File: config.mk
export PLATFORM = sky130hd
export DESIGN_NAME = dma_remap_walker
export DESIGN_NICKNAME = d
export VERILOG_FILES = /design/src/rtl/dma_remap_walker.sv
export SDC_FILE = /design/constraint.sdc
export NUM_CORES = 1
export LEC_CHECK = 0
export ABC_AREA = 1
export BUFFER_PORTS_ARGS = -buffer_cell sky130_fd_sc_hd__buf_4
export CAP_MARGIN = 0
export CORE_UTILIZATION = 40
export CTS_CLUSTER_SIZE = 12
export DETAILED_ROUTE_END_ITERATION = 10
export PLACE_DENSITY_LB_ADDON = 0.05
export SLEW_MARGIN = 20
export SYNTH_ARGS = -nofsm -noshare
export SYNTH_HDL_FRONTEND = slang
export SYNTH_SLANG_ARGS = --single-unit
File: constraint.sdc
create_clock -name clk -period 8.5 [get_ports clk]
set_clock_uncertainty 0.2 [all_clocks]
set_input_delay 0.85 -clock clk [delete_from_list [all_inputs] [get_ports clk]]
set_output_delay 0.85 -clock clk [all_outputs]
set_load 0.02 [all_outputs]
File: src/rtl/dma_remap_walker.sv
module dma_remap_walker #(
  parameter int PA_W = 52
) (
  input  logic            clk,
  input  logic            rst_n,
  input  logic            req_valid,
  output logic            req_ready,
  input  logic [15:0]     req_rid,
  input  logic [47:0]     req_va,
  input  logic [PA_W-1:0] dt_base,
  output logic            mem_rd_valid,
  input  logic            mem_rd_ready,
  output logic [PA_W-1:0] mem_rd_addr,
  input  logic            mem_rsp_valid,
  input  logic [63:0]     mem_rsp_data,
  output logic            rsp_valid,
  output logic            rsp_fault,
  output logic [2:0]      rsp_level,
  output logic [15:0]     rsp_rid,
  output logic [PA_W-1:0] rsp_paddr
);
  localparam int FR_W = PA_W - 12;
  localparam logic [2:0] LAST_STEP = 3'd5;

  typedef enum logic [1:0] {S_IDLE, S_ISSUE, S_WAIT, S_DONE} st_t;

  st_t             st;
  logic [2:0]      step;
  logic [PA_W-1:0] base;
  logic [15:0]     rid_q;
  logic [47:0]     va_q;
  logic            fault_q;
  logic [2:0]      level_q;
  logic [PA_W-1:0] paddr_q;
  logic [8:0]      idx;
  logic [FR_W-1:0] frame;
  logic            accept;

  always_comb begin
    case (step)
      3'd0:    idx = {1'b0, rid_q[15:8]};
      3'd1:    idx = {1'b0, rid_q[7:0]};
      3'd2:    idx = va_q[47:39];
      3'd3:    idx = va_q[38:30];
      3'd4:    idx = va_q[29:21];
      default: idx = va_q[20:12];
    endcase
  end

  assign frame        = mem_rsp_data[PA_W-1:12];
  assign accept       = req_valid && req_ready;
  assign req_ready    = (st == S_IDLE);
  assign mem_rd_valid = (st == S_ISSUE);
  assign mem_rd_addr  = base + {{(PA_W-12){1'b0}}, idx, 3'b000};
  assign rsp_valid    = (st == S_DONE);
  assign rsp_fault    = fault_q;
  assign rsp_level    = level_q;
  assign rsp_rid      = rid_q;
  assign rsp_paddr    = paddr_q;

  always_ff @(posedge clk or negedge rst_n) begin
    if (!rst_n) begin
      st      <= S_IDLE;
      step    <= '0;
      base    <= '0;
      rid_q   <= '0;
      va_q    <= '0;
      fault_q <= 1'b0;
      level_q <= '0;
      paddr_q <= '0;
    end else begin
      case (st)
        S_IDLE: if (accept) begin
          st    <= S_ISSUE;
          step  <= '0;
          base  <= dt_base;
          rid_q <= req_rid;
          va_q  <= req_va;
        end
        S_ISSUE: if (mem_rd_ready) st <= S_WAIT;
        S_WAIT: if (mem_rsp_valid) begin
          if (!mem_rsp_data[0]) begin
            fault_q <= 1'b1;
            level_q <= 3'd6 - step;
            paddr_q <= '0;
            st      <= S_DONE;
          end else if (step == LAST_STEP) begin
            fault_q <= 1'b0;
            level_q <= 3'd0;
            paddr_q <= {frame, va_q[11:0]};
            st      <= S_DONE;
          end else begin
            base <= {frame, 12'h000};
            step <= step + 3'd1;
            st   <= S_ISSUE;
          end
        end
        default: st <= S_IDLE;
      endcase
    end
  end

  p_busy_after_accept_r2: assert property (@(posedge clk) disable iff (!rst_n)
    accept |=> !req_ready);
  p_ready_after_result_r2: assert property (@(posedge clk) disable iff (!rst_n)
    rsp_valid |=> req_ready);
  p_no_read_when_idle_r1: assert property (@(posedge clk) disable iff (!rst_n)
    req_ready |-> !mem_rd_valid);
  p_read_held_r8: assert property (@(posedge clk) disable iff (!rst_n)
    (mem_rd_valid && !mem_rd_ready) |=> (mem_rd_valid && $stable(mem_rd_addr)));
  p_pulse_r9: assert property (@(posedge clk) disable iff (!rst_n)
    rsp_valid |=> !rsp_valid);
  p_ok_level_r6: assert property (@(posedge clk) disable iff (!rst_n)
    (rsp_valid && !rsp_fault) |-> (rsp_level == 3'd0 && rsp_paddr[11:0] == va_q[11:0]));
  p_fault_code_r7: assert property (@(posedge clk) disable iff (!rst_n)
    (rsp_valid && rsp_fault) |-> (rsp_level >= 3'd1 && rsp_level <= 3'd6 && rsp_paddr == '0));
  p_no_read_on_result_r7: assert property (@(posedge clk) disable iff (!rst_n)
    rsp_valid |-> !mem_rd_valid);
endmodule

=== Word level (Yosys, flattened, before mapping) ===
Index checks and enable logic that the tools add are counted.

* Add/sub/neg operators: 3
* Mux-type cells: 23
* Reductions and logical operators: 8
* Eq/ne operators: 14

{| class="wikitable"
|+ Operator list
! cell !! number
|-
| $mux W52 || 6
|-
| $pmux W52 S2 || 1
|-
| $add A52 B12 Y52 || 1
|-
| $pmux W9 S5 || 1
|-
| $mux W3 || 6
|-
| $mux W2 || 5
|-
| $eq A3 B2 Y1 const B || 2
|-
| $eq A3 B3 Y1 const B || 2
|-
| $ne A2 B1 Y1 const B || 3
|-
| $ne A2 B2 Y1 const B || 3
|-
| $pmux W2 S3 || 1
|-
| $pmux W3 S2 || 1
|-
| $reduce_and A3 Y1 || 2
|-
| $reduce_and A5 Y1 || 1
|-
| $eq A2 B2 Y1 const B || 2
|-
| $add A3 B1 Y3 const B || 1
|-
| $eq A3 B1 Y1 const B || 1
|-
| $logic_not A3 Y1 || 1
|-
| $sub A3 B3 Y3 const A || 1
|-
| $eq A2 B1 Y1 const B || 1
|-
| $logic_not A2 Y1 || 1
|-
| $mux W1 || 2
|-
| $reduce_and A2 Y1 || 1
|-
| $reduce_bool A2 Y1 || 1
|-
| $logic_and A1 B1 Y1 || 1
|}

* Register bits: 177
* Logic and storage cells: 56
* Output and inout bits: 127
* Input port bits: 185

=== Depth between registers and ports, before layout ===
* Depth after elaboration: 5
* Gate-level depth with buffers: 21
* Mapped depth without buffers: 21

=== Worst setup path after synthesis ===
No wires, ideal clock.

* Kind: register to output
* From: register step[1]
* To: output port mem_rd_addr[15]
* Data required time: 7.450 ns
* Arrival time: 3.087 ns
* Stages on the path, launching flop included: 20
* Path slack: 4.363 ns
* Path buffers: 1
* Cells stage by stage: dfrtp_1 inv_1 ha_1 o31ai_1 nand2_1 inv_1 clkbuf_1 nand2_1 o21ai_0 ha_1 inv_1 fa_1 inv_1 nand2_1 nand2_1 nand3_1 nand2_1 nand2_1 nand2_1 xor2_1

* Cells in the longest elaborated chain, start to end: 3
* Elaborated cells on any way between the ends: 7
* Classes of those cells: add/sub (1); eq/ne (4); mux (1); reduce/logical (1)

{| class="wikitable"
|+ Ends and longest elaborated chain
! item !! line !! RTL
|-
| start, declared || 28 || <nowiki>logic [2:0] step;</nowiki>
|-
| start signal, assigned || 94 || <nowiki>step <= step + 3'd1;</nowiki>
|-
| $eq A3 B3 Y1 (tied with other cells) || 40 || <nowiki>case (step)</nowiki>
|-
| $pmux W9 S5 (*) || 40 ||
|-
| $add A52 B12 Y52 (*) || 54 || <nowiki>assign mem_rd_addr = base + {{(PA_W-12){1'b0}}, idx, 3'b000};</nowiki>
|-
| end, declared || 13 || <nowiki>output logic [PA_W-1:0] mem_rd_addr,</nowiki>
|}

Every way passes the cells marked *; elsewhere a longest branch is shown, timed or not.

=== Worst setup path in the final report ===
* From: register step[0]
* To: output port mem_rd_addr[15]

Same word-level chain as after synthesis.

==> Flow_metrics.wiki <==
{| class="wikitable"
! Metric !! Value
|-
| Post-detailed-placement half-perimeter wirelength || 24300 um
|-
| Number of max-slew violations in the final report || 0
|-
| Number of buffers created by CTS || 17
|-
| Type of the tightest min-delay check || flop to flop
|-
| Die boundary height || 159 um
|-
| Setup bufs post-CTS || 0
|-
| Number of iterations in the first detailed-routing pass || 5
|-
| Type of destination of the critical path || output pin
|-
| Clk buf depth || 2
|-
| RSZ-0062 raised after global routing || false
|-
| Reg-to-Reg End || base[17]$_DFFE_PN0P_
|-
| Largest cells by area after synthesis || sky130_fd_sc_hd__dfrtp_1, sky130_fd_sc_hd__nand2_1, sky130_fd_sc_hd__mux2_2
|-
| Number of nets with antenna violations after routing || 0
|-
| Required arrival time at the worst endpoint || 7.45 ns
|-
| Static Leakage || 6.70 nW
|-
| Fmax achieved || 0.180 GHz
|-
| Number of I/O pins || 312
|-
| Total number of vias || 9365
|-
| Final critical path time including I/O delays and setup || 5.56 ns
|-
| DP Cell Count || 1867
|-
| GRT met1 Usage || 0.365
|-
| Avg Vias per Cell || 4.93
|-
| Port Buffers || 288
|-
| Share of final-layout standard cells stronger than drive strength 1 || 0.252
|-
| Worst setup path category || flop to output pin
|-
| First-pass GRT wire length || 51000 um
|-
| Status || finished clean
|-
| Worst-margin pin slew || 0.996 ns
|-
| Grt met3 use || 0.0550
|-
| Critical path arrival || 4.51 ns
|-
| Worst relative slew slack || 0.336
|-
| Launching element of the worst setup path || step[0]$_DFFE_PN0P_
|-
| Post-layout nets || 1763
|-
| Final standard cell count with taps included and fillers excluded || 1899
|-
| Source-to-sink clock delay at the later pin of the worst-skew pair || 0.42 ns
|-
| Count of unresolved DRC violations after routing || 0
|-
| Total cell area at the placement stage || 12300 sq um
|-
| Post-synth cell types || 32
|-
| Average routed wire per standard cell || 17.0 um
|-
| Site Rows || 57
|-
| Avg Inst Size Synth || 7.57 sq um
|-
| CTS H-tree lvls || 4
|-
| Post-Syn Instances || 1302
|-
| Final TNS setup || 0 ns
|-
| TritonCTS clock tree || done
|-
| Vias in the first global route || 9279
|-
| Setup slack of the worst register-to-register path || 4.78 ns
|-
| Critical Path Fanout Max || 9
|-
| Clock root buffer || sky130_fd_sc_hd__clkbuf_16
|-
| Hold-fix buffers, CTS || 0
|-
| Largest net degree at the start of global routing || 106
|-
| PostCTS Resize Cnt || 0
|-
| Core Box Area || 24200 sq um
|-
| Startpoint Class || flop
|-
| Number of setup violations in the final report || 0
|-
| Clock transition at path regs || 0.08 ns
|-
| Post-synthesis cell area || 9860 sq um
|-
| Worst IR Drop VDD || 266 uV
|-
| Startpoint of the most critical register-to-register path || st[1]$_DFFE_PN0P_
|-
| End point of the critical path || mem_rd_addr[15]
|-
| Area of the die || 25300 sq um
|-
| Number of hold-slack violations in the final timing report || 0
|-
| Post-synth top area cell || sky130_fd_sc_hd__dfrtp_1
|-
| GRT Overall Usage || 0.258
|-
| Congestion Overflow GR || 0
|-
| Final critical-path share of the clock period || 0.654
|-
| Area share of the leading cell type in the synthesized netlist || 0.449
|-
| Number of antenna violations at the first check in global routing || 0
|-
| Seq cells post-synth || 177
|-
| Initial standard-cell utilization of the core || 0.407
|-
| Reported max-cap violation count || 0
|-
| Ratio of total power to cell area || 422 nW/um^2
|-
| Depth of the most critical reg-to-reg path || 9
|-
| Routability congestion estimate from global placement || 0.958
|-
| Total nets after synthesis || 1503
|-
| Proportion of synthesized chip area in sequential cells || 0.449
|-
| Post-route cell area || 12800 sq um
|-
| Synth-to-Final Area Change || 30.3%
|-
| Antenna diode count || 0
|-
| CTS sink count || 177
|-
| Aggregate routed wire length || 32400 um
|-
| Busiest layer in global routing || met2
|-
| Die outline width || 159 um
|-
| DR iter-0 viols || 591
|-
| Met2 track demand over resource in global routing || 0.405
|-
| Ys Warns || 0
|}
[report_power, final]
part           total, mW  internal [mW]  leakage (nW)  switching, mW
clock network      0.787          0.396         0.283          0.391
registers           1.57           1.25          2.20          0.319
logic               3.06           1.17          4.22           1.89
[layer usage]
layer | up-vias | routed length [um]
li1 | 4680 | -
met1 | 4411 | 15200
met2 | 250 | 14800
met3 | 24 | 1950
met4 | 0 | 435
met5 | - | 0
[worst max-delay path: stages, from the launching register on]
cell,delay [ns]
sky130_fd_sc_hd__dfrtp_1,0.42
sky130_fd_sc_hd__inv_1,0.16
sky130_fd_sc_hd__ha_1,0.19
sky130_fd_sc_hd__inv_1,0.05
sky130_fd_sc_hd__nor2_1,0.61
sky130_fd_sc_hd__nand2_1,0.10
sky130_fd_sc_hd__nand4_1,0.17
sky130_fd_sc_hd__a21oi_1,0.06
sky130_fd_sc_hd__o21ai_0,0.33
sky130_fd_sc_hd__ha_1,0.28
sky130_fd_sc_hd__inv_1,0.07
sky130_fd_sc_hd__fa_1,0.39
sky130_fd_sc_hd__inv_1,0.14
sky130_fd_sc_hd__nand2_1,0.06
sky130_fd_sc_hd__nand2_1,0.09
sky130_fd_sc_hd__nand3_1,0.08
sky130_fd_sc_hd__nand2_1,0.19
sky130_fd_sc_hd__nand2_1,0.07
sky130_fd_sc_hd__nand2_1,0.23
sky130_fd_sc_hd__xor2_1,0.23
sky130_fd_sc_hd__buf_4,0.18
[through the flow]
| step | hold WS, ns | utilization | worst slack (ns) | total power, mW |
|---|---|---|---|---|
| after floorplan | 0.266 | - | 4.36 | 3.41 |
| after global placement | 0.276 | 0.505 | 3.41 | 4.61 |
| after detailed placement | 0.287 | 0.505 | 3.43 | 4.65 |
| after global routing | 0.322 | 0.530 | 2.60 | 5.81 |
| final | 0.300 | 0.530 | 2.94 | 5.41 |
| after CTS | 0.299 | 0.529 | 2.96 | 5.44 |
[Yosys cell counts, drive strengths merged]
cell      n
a21oi     8
a22o      1
and2      2
buf      24
clkbuf   32
clkinv    1
dfrtp   177
fa        1
ha       15
inv     115
mux2     63
nand2   475
nand3   140
nand3b    2
nand4    12
nor2     86
nor3      3
o21a     10
o21ai   114
o22ai     1
o31ai     1
or2       1
xnor2     1
xor2     17
[layout make-up]
class,count,area (sq um)
multi-input combinational,953,4750
inverter,116,435
fill,2477,11400
sequential,177,4430
clock inverter,14,159
clock buffer,18,429
tap,324,405
timing repair buffer,297,2240
[state kept, by name, indices dropped and copies added, names as in the netlist]
signal     flops
rsp_paddr     52
step           3
va_q          48
base          52
rsp_fault      1
st             2
rsp_level      3
rsp_rid       16
[worst min path at each step]
stage               depth (start not counted)  slack (ns)                  from                         to
floorplan                                   2        0.27   va_q[0]$_DFFE_PN0P_   rsp_paddr[0]$_DFFE_PN0P_
global placement                            2        0.28   va_q[7]$_DFFE_PN0P_   rsp_paddr[7]$_DFFE_PN0P_
detailed placement                          2        0.29   va_q[0]$_DFFE_PN0P_   rsp_paddr[0]$_DFFE_PN0P_
CTS                                         2        0.30  va_q[11]$_DFFE_PN0P_  rsp_paddr[11]$_DFFE_PN0P_
global route                                1        0.32  va_q[11]$_DFFE_PN0P_       va_q[11]$_DFFE_PN0P_
finish                                      2        0.30   va_q[9]$_DFFE_PN0P_   rsp_paddr[9]$_DFFE_PN0P_
[cell families (layout without fill, tap and decap cells)]
logic type | after synthesis | after routing | share of synthesized area
XOR/XNOR | 18 | 18 | 0.0160
buffers and inverters | 172 | 445 | 0.0706
flip-flops | 177 | 177 | 0.449
multiplexers | 63 | 63 | 0.0720
AND/OR/NAND/NOR | 721 | 721 | 0.299
AO/OA/AOI/OAI | 135 | 135 | 0.0718
adder cells (fa/ha/maj) | 16 | 16 | 0.0211
[placed cells by master (no fill, tap or decap), types with 3 or more instances in the layout]
| master | netlist | routed |
|---|---|---|
| sky130_fd_sc_hd__xor2_1 | 17 | 17 |
| sky130_fd_sc_hd__clkinv_8 | 0 | 4 |
| sky130_fd_sc_hd__inv_8 | 0 | 3 |
| sky130_fd_sc_hd__nor2_1 | 84 | 84 |
| sky130_fd_sc_hd__nand3_1 | 140 | 140 |
| sky130_fd_sc_hd__o21a_1 | 10 | 10 |
| sky130_fd_sc_hd__mux2_2 | 63 | 63 |
| sky130_fd_sc_hd__inv_6 | 0 | 5 |
| sky130_fd_sc_hd__nand4_1 | 12 | 12 |
| sky130_fd_sc_hd__o21ai_0 | 100 | 100 |
| sky130_fd_sc_hd__buf_4 | 4 | 296 |
| sky130_fd_sc_hd__clkbuf_16 | 0 | 17 |
| sky130_fd_sc_hd__inv_1 | 115 | 115 |
| sky130_fd_sc_hd__dfrtp_1 | 177 | 177 |
| sky130_fd_sc_hd__nand2_1 | 474 | 473 |
| sky130_fd_sc_hd__o21ai_1 | 14 | 14 |
| sky130_fd_sc_hd__ha_1 | 15 | 15 |
| sky130_fd_sc_hd__a21oi_1 | 8 | 8 |
Note: power is estimated with default switching activity, not from simulation.
